## config.mk

```make
export PLATFORM = sky130hd
export DESIGN_NAME = marked_cmd_rx
export DESIGN_NICKNAME = d
export VERILOG_FILES = /design/src/rtl/cmdrx_pkg.sv /design/src/rtl/cmdrx_tick.sv /design/src/rtl/cmdrx_deser.sv /design/src/rtl/cmdrx_msg.sv /design/src/rtl/marked_cmd_rx.sv
export SDC_FILE = /design/constraint.sdc
export NUM_CORES = 1
export LEC_CHECK = 0
export BUFFER_PORTS_ARGS = -buffer_cell sky130_fd_sc_hd__buf_4
export CAP_MARGIN = 20
export CORE_ASPECT_RATIO = 0.9
export CORE_UTILIZATION = 54
export CTS_BUF_LIST = sky130_fd_sc_hd__clkbuf_2 sky130_fd_sc_hd__clkbuf_4 sky130_fd_sc_hd__clkbuf_8
export DETAILED_ROUTE_END_ITERATION = 6
export PLACE_DENSITY = 0.77
export SLEW_MARGIN = 30
export SYNTH_ARGS = -nofsm -noshare
export SYNTH_HDL_FRONTEND = slang
export SYNTH_SLANG_ARGS = --single-unit
```

## constraint.sdc

```tcl
create_clock -name clk -period 1.8 [get_ports clk]
set_clock_uncertainty 0.2 [all_clocks]
set_input_delay 0.27 -clock clk [delete_from_list [all_inputs] [get_ports clk]]
set_output_delay 0.27 -clock clk [all_outputs]
set_load 0.01 [all_outputs]
```

## src/rtl/cmdrx_pkg.sv

```systemverilog
package cmdrx_pkg;
  typedef enum logic [1:0] {
    RX_IDLE  = 2'd0,
    RX_START = 2'd1,
    RX_DATA  = 2'd2,
    RX_STOP  = 2'd3
  } rx_state_t;

  typedef enum logic {
    MSG_SKIP = 1'b0,
    MSG_TAKE = 1'b1
  } msg_state_t;
endpackage

```

## src/rtl/cmdrx_tick.sv

```systemverilog
module cmdrx_tick #(
  parameter int CLK_DIV = 203
) (
  input  logic clk,
  input  logic rst,
  output logic tick
);
  localparam int DIV_W = $clog2(CLK_DIV + 1);

  generate
    if (CLK_DIV <= 1) begin : g_every
      assign tick = 1'b1;
    end else begin : g_count
      logic [DIV_W-1:0] cnt;
      always_ff @(posedge clk) begin
        if (rst) begin
          cnt  <= '0;
          tick <= 1'b0;
        end else if (cnt == DIV_W'(CLK_DIV - 1)) begin
          cnt  <= '0;
          tick <= 1'b1;
        end else begin
          cnt  <= cnt + 1'b1;
          tick <= 1'b0;
        end
      end
    end
  endgenerate
endmodule

```

## src/rtl/cmdrx_deser.sv

```systemverilog
module cmdrx_deser
  import cmdrx_pkg::*;
#(
  parameter int OVS    = 16,
  parameter int WORD_W = 8
) (
  input  logic              clk,
  input  logic              rst,
  input  logic              tick,
  input  logic              rx_in,
  output logic              word_ok,
  output logic              word_err,
  output logic [WORD_W-1:0] word
);
  localparam int CNT_W = $clog2(OVS);
  localparam int BIT_W = $clog2(WORD_W);

  logic             rx_m, rx_s, rx_d;
  rx_state_t        st;
  logic [CNT_W-1:0] cnt;
  logic [BIT_W-1:0] bitn;

  // two-flop synchroniser plus one delay stage for edge detection
  always_ff @(posedge clk) begin
    if (rst) begin
      rx_m <= 1'b1;
      rx_s <= 1'b1;
      rx_d <= 1'b1;
    end else begin
      rx_m <= rx_in;
      rx_s <= rx_m;
      rx_d <= rx_s;
    end
  end

  always_ff @(posedge clk) begin
    if (rst) begin
      st       <= RX_IDLE;
      cnt      <= '0;
      bitn     <= '0;
      word     <= '0;
      word_ok  <= 1'b0;
      word_err <= 1'b0;
    end else begin
      word_ok  <= 1'b0;
      word_err <= 1'b0;
      unique case (st)
        RX_IDLE: begin
          if (rx_d && !rx_s) begin
            st  <= RX_START;
            cnt <= '0;
          end
        end
        RX_START: if (tick) begin
          if (cnt == CNT_W'(OVS/2 - 1)) begin
            cnt  <= '0;
            bitn <= '0;
            st   <= rx_s ? RX_IDLE : RX_DATA;
          end else begin
            cnt <= cnt + 1'b1;
          end
        end
        RX_DATA: if (tick) begin
          if (cnt == CNT_W'(OVS - 1)) begin
            cnt  <= '0;
            word <= {rx_s, word[WORD_W-1:1]};
            if (bitn == BIT_W'(WORD_W - 1)) st <= RX_STOP;
            else bitn <= bitn + 1'b1;
          end else begin
            cnt <= cnt + 1'b1;
          end
        end
        RX_STOP: if (tick) begin
          if (cnt == CNT_W'(OVS - 1)) begin
            cnt      <= '0;
            word_ok  <= rx_s;
            word_err <= !rx_s;
            st       <= RX_IDLE;
          end else begin
            cnt <= cnt + 1'b1;
          end
        end
        default: st <= RX_IDLE;
      endcase
    end
  end

  assert_stop_good_R2: assert property (@(posedge clk) disable iff (rst)
    word_ok |-> $past(rx_s));
  assert_stop_bad_R8: assert property (@(posedge clk) disable iff (rst)
    word_err |-> !$past(rx_s));
  assert_one_result_R8: assert property (@(posedge clk) disable iff (rst)
    $onehot0({word_ok, word_err}));
  assert_start_edge_R10: assert property (@(posedge clk) disable iff (rst)
    (st == RX_IDLE && $past(st) == RX_IDLE && !(rx_d && !rx_s)) |=> st == RX_IDLE);
endmodule

```

## src/rtl/cmdrx_msg.sv

```systemverilog
module cmdrx_msg
  import cmdrx_pkg::*;
#(
  parameter int WORD_W = 8,
  localparam int ADDR_W = WORD_W - 1
) (
  input  logic              clk,
  input  logic              rst,
  input  logic              word_ok,
  input  logic              word_err,
  input  logic [WORD_W-1:0] word,
  input  logic [ADDR_W-1:0] node_addr,
  output logic              pay_valid,
  output logic [ADDR_W-1:0] pay_data,
  output logic              pay_first,
  output logic              msg_done
);
  localparam logic [ADDR_W-1:0] BCAST = {ADDR_W{1'b1}};

  msg_state_t        ms;
  logic              first_pend;
  logic              mark;
  logic [ADDR_W-1:0] body;
  logic              hit;

  assign mark = word[WORD_W-1];
  assign body = word[ADDR_W-1:0];
  assign hit  = (body == node_addr) || (body == BCAST);

  always_ff @(posedge clk) begin
    if (rst) begin
      ms         <= MSG_SKIP;
      first_pend <= 1'b0;
      pay_valid  <= 1'b0;
      pay_data   <= '0;
      pay_first  <= 1'b0;
      msg_done   <= 1'b0;
    end else begin
      pay_valid <= 1'b0;
      pay_first <= 1'b0;
      msg_done  <= 1'b0;
      if (word_err) begin
        ms         <= MSG_SKIP;
        first_pend <= 1'b0;
      end else if (word_ok) begin
        if (mark) begin
          msg_done   <= (ms == MSG_TAKE);
          ms         <= hit ? MSG_TAKE : MSG_SKIP;
          first_pend <= hit;
        end else if (ms == MSG_TAKE) begin
          pay_valid  <= 1'b1;
          pay_data   <= body;
          pay_first  <= first_pend;
          first_pend <= 1'b0;
        end
      end
    end
  end

  assert_excl_R11: assert property (@(posedge clk) disable iff (rst)
    !(pay_valid && msg_done));
  assert_pay_pulse_R11: assert property (@(posedge clk) disable iff (rst)
    pay_valid |=> !pay_valid);
  assert_done_pulse_R11: assert property (@(posedge clk) disable iff (rst)
    msg_done |=> !msg_done);
  assert_first_R6: assert property (@(posedge clk) disable iff (rst)
    pay_first |-> pay_valid);
  assert_pay_src_R3: assert property (@(posedge clk) disable iff (rst)
    pay_valid |-> ($past(word_ok) && !$past(mark)));
  assert_done_src_R7: assert property (@(posedge clk) disable iff (rst)
    msg_done |-> ($past(word_ok) && $past(mark)));
  assert_err_abort_R8: assert property (@(posedge clk) disable iff (rst)
    word_err |=> !pay_valid && !msg_done);
endmodule

```

## src/rtl/marked_cmd_rx.sv

```systemverilog
module marked_cmd_rx #(
  parameter int CLK_DIV = 203,
  parameter int OVS     = 16,
  parameter int WORD_W  = 8,
  localparam int ADDR_W = WORD_W - 1
) (
  input  logic              clk,
  input  logic              rst,
  input  logic              rx_in,
  input  logic [ADDR_W-1:0] node_addr,
  output logic              pay_valid,
  output logic [ADDR_W-1:0] pay_data,
  output logic              pay_first,
  output logic              msg_done
);
  logic              tick;
  logic              word_ok, word_err;
  logic [WORD_W-1:0] word;

  cmdrx_tick #(.CLK_DIV(CLK_DIV)) u_tick (
    .clk(clk), .rst(rst), .tick(tick)
  );

  cmdrx_deser #(.OVS(OVS), .WORD_W(WORD_W)) u_deser (
    .clk(clk), .rst(rst), .tick(tick), .rx_in(rx_in),
    .word_ok(word_ok), .word_err(word_err), .word(word)
  );

  cmdrx_msg #(.WORD_W(WORD_W)) u_msg (
    .clk(clk), .rst(rst), .word_ok(word_ok), .word_err(word_err),
    .word(word), .node_addr(node_addr),
    .pay_valid(pay_valid), .pay_data(pay_data),
    .pay_first(pay_first), .msg_done(msg_done)
  );
endmodule

```

==> results.sh <==
export IMPL_cts_root_buffer="clkbuf_8"
export IMPL_portBuffers=19
export IMPL_worstSetupEndpointType="flop"
export IMPL_num_rows=19
export IMPL_final_cells=262
export IMPL_r2r_end="u_deser.bitn[0]$_SDFFE_PP0P_"
export IMPL_synth_async_sr_flop_share=0
export IMPL_syn_avg_cell_area_um2=9.66
export IMPL_cts_tree="yes"
export IMPL_core_area_um2=3140
export IMPL_vias=1426
export IMPL_crit_family="simple AND/OR/NAND/NOR gates"
export IMPL_p_comb_frac=0.035
export IMPL_tns_ns=-0.147
export IMPL_initial_utilization=0.579
export IMPL_syn_nets=203
export IMPL_num_io_pins=20
export IMPL_synth_seq_cells=43
export IMPL_dr_pass1_iters=4
export IMPL_hpwl_um=2430
export IMPL_max_stage_delay_ns=0.50
export IMPL_grt_pass1_wl_um=6310
export IMPL_final_nets=234
export IMPL_critPathSlowestCell="or4b_1"
export IMPL_drive_gt1_frac=0.277
export IMPL_routabilityCongestion=0.776
export IMPL_die_w_um=63.1
export IMPL_cp_endpoint="u_deser.bitn[0]$_SDFFE_PP0P_"
export IMPL_drt_first_iter_violations=86
export IMPL_netlist_area_leader_share=0.474
export IMPL_power_leakage_nw=0.898
export IMPL_path_common_cell="ha_4"
export IMPL_rr_startpoint="u_deser.bitn[0]$_SDFFE_PP0P_"
export IMPL_fp_dieArea_um2=3600
export IMPL_synth_edf_count=0
export IMPL_clk_pin_slew_ns=0.08
export IMPL_crit_fanout=3
export IMPL_netlist_instances=188
export IMPL_numClockSinks=43
export IMPL_grt_usage=0.228
export IMPL_drv_cap=0
export IMPL_final_cell_mix="dfxtp_1 (38), nor2_1 (32), buf_4 (31), mux2i_1 (17), xor2_1 (13)"
export IMPL_peakVddDrop_uv=571
export IMPL_path_cells="ha_4 -> ha_4 -> and4bb_1 -> o21ai_2 -> or4b_1 -> a21oi_2"
export IMPL_nFillCells=226
export IMPL_dieHeight_um=57.0
export IMPL_synth_seq_area_share=0.474
export IMPL_ys_warn_count=0
export IMPL_violations="setup timing"
export IMPL_grt_overflow=0
export IMPL_power_density_nw_per_um2=841
export IMPL_grt_pass1_vias=1403
export IMPL_clk_latency_ns=0.29
export IMPL_clock_fmax_mhz=529
export IMPL_grt_max_degree=34
export IMPL_r2r_slack_ns=-0.09
export IMPL_maxSlewViolCount=0
export IMPL_antenna_found_initial=0
export IMPL_n_antenna_cell=0
export IMPL_switching_share=0.189
export IMPL_rsz0062_at_grt="yes"
export IMPL_routed_via_density=5.44
export IMPL_wirelength_um=3840
export IMPL_area_growth_pct=25.9
export IMPL_cts_max_path_buffers=2
export IMPL_cp_required_ns=1.83
export IMPL_clockPowerShare=0.461
export IMPL_p_int_w=0.00156
export IMPL_critPathLaunchType="flop"
export IMPL_syn_area_um2=1820
export IMPL_r2r_cells=6
export IMPL_drcViolationCount=0
export IMPL_worst_slack_ns=-0.0920
export IMPL_crit_type="flop to flop"
export IMPL_fin_crit_sh=1.05
export IMPL_final_common_cell="dfxtp_1"
export IMPL_cts_buffers=5
export IMPL_max_slew_margin=0.746
export IMPL_switchingPower_w=0.000363
export IMPL_synth_top_area_cell="dfxtp_1"
export IMPL_wl_per_cell_um=14.6
export IMPL_postRouteAntennaNets=0
export IMPL_period_needed_ns=1.89
export IMPL_cp_num_cells=6
export IMPL_worst_pin_slew_ns=0.380
export IMPL_path_buf_inv=0
export IMPL_cp_startpoint="u_deser.bitn[0]$_SDFFE_PP0P_"
export IMPL_finalSetupViolations=2
export IMPL_place_ws_ns=-0.0940
export IMPL_hold_viol_final=0
export IMPL_cp_arrival_ns=1.92
export IMPL_outcome="complete, but fails checks"
export IMPL_synthDistinctLibCells=39
export IMPL_cts_max_level=2
export IMPL_synthFlopType="dfxtp_1"
export IMPL_hold_path_class="input pin to flop"
export IMPL_placed_cells=249
export IMPL_pwr_share_seq=0.504
export IMPL_synth_area_leaders="dfxtp_1 (47%), mux2i_1 (9.4%), nor2_1 (6.6%)"
-- cells in the mapped netlist, drive strengths merged, types with 3 or more instances --
cell type	number
buf	4
clkbuf	5
a21oi	8
nand3	8
nand2	6
mux2i	17
xor2	13
inv	3
dfxtp	43
and3	5
or2	3
ha	5
nor2	32
o21ai	5
nor3	4
-- final cells by class --
cell class | count | area [um2] | share of cell area
inverter | 3 | 11.3 | 0.00493
multi-input combinational | 133 | 962 | 0.421
tap | 42 | 52.6 | 0.0230
clock inverter | 2 | 60.1 | 0.0263
sequential | 43 | 870 | 0.380
clock buffer | 6 | 76.3 | 0.0334
timing repair buffer | 33 | 254 | 0.111
-- stage by stage --
step | total power (W) | area (um2) | hold WS (ns) | utilization
after floorplan | 0.00103 | 1840 | 0.149 | -
after global placement | 0.00105 | 2070 | 0.194 | 0.659
after detailed placement | 0.00106 | 2070 | 0.198 | 0.659
after CTS | 0.00193 | 2240 | 0.144 | 0.714
after global routing | 0.00197 | 2290 | 0.178 | 0.728
final | 0.00192 | 2290 | 0.150 | 0.728
-- cell families (layout without fill, tap and decap cells) --
logic type      count (synthesis)  after routing  synth area share
flops                          43             43             0.474
compound gates                 22             22            0.0758
fa+ha+maj                       5              5            0.0345
mux                            17             17            0.0937
simple gates                   74             74             0.219
xor+xnor                       15             15            0.0724
buf+inv                        12             44            0.0303
-- metal layers --
metal	part of all wire	routed length, um	up-vias	track usage
li1	-	-	714	-
met1	0.45	1720	660	0.274
met2	0.49	1880	41	0.382
met3	0.037	143	11	0.0620
met4	0.024	91	0	0.106
met5	0	0	-	0
-- sequential cells by signal, indices dropped and copies added (netlist names), 3 cells and up, named ones only --
signal / cells
u_deser.word: 8
u_msg.pay_data: 7
u_tick.g_count.cnt: 8
u_deser.cnt: 4
u_deser.bitn: 3
-- power by group through the flow --
stage	clock [W]	combinational, W	sequential, W
4_1_cts	0.000893	0.0000654	0.000970
5_1_grt	0.000926	0.0000746	0.000970
6_report	0.000887	0.0000674	0.000969
3_3_place_gp	0	0.0000602	0.000992
3_5_place_dp	0	0.0000631	0.000993
2_1_floorplan	0	0.0000390	0.000989
-- how the worst min path moves through the flow --
stage,startpoint,endpoint,cells past startpoint
2_1_floorplan,rst,u_msg.pay_valid$_SDFF_PP0_,1
3_3_place_gp,u_deser.rx_m$_SDFF_PP1_,u_deser.rx_s$_SDFF_PP1_,1
3_5_place_dp,u_deser.rx_m$_SDFF_PP1_,u_deser.rx_s$_SDFF_PP1_,1
4_1_cts,rst,u_deser.bitn[1]$_SDFFE_PP0P_,2
5_1_grt,rst,u_msg.pay_data[1]$_SDFFE_PP0P_,2
6_report,rst,u_msg.pay_data[2]$_SDFFE_PP0P_,2
-- repair_timing --
| action | 4_1_cts | 5_1_grt |
|---|---|---|
| resized for setup | 5 | 8 |
| endpoints found under the setup margin | 11 | 12 |
| endpoints found under the hold margin | 1 | 0 |
| buffers inserted | 2 | 2 |
| pin swaps | 3 | 1 |
| hold buffers | 1 | 0 |
Power figures use the tool's default switching activity.
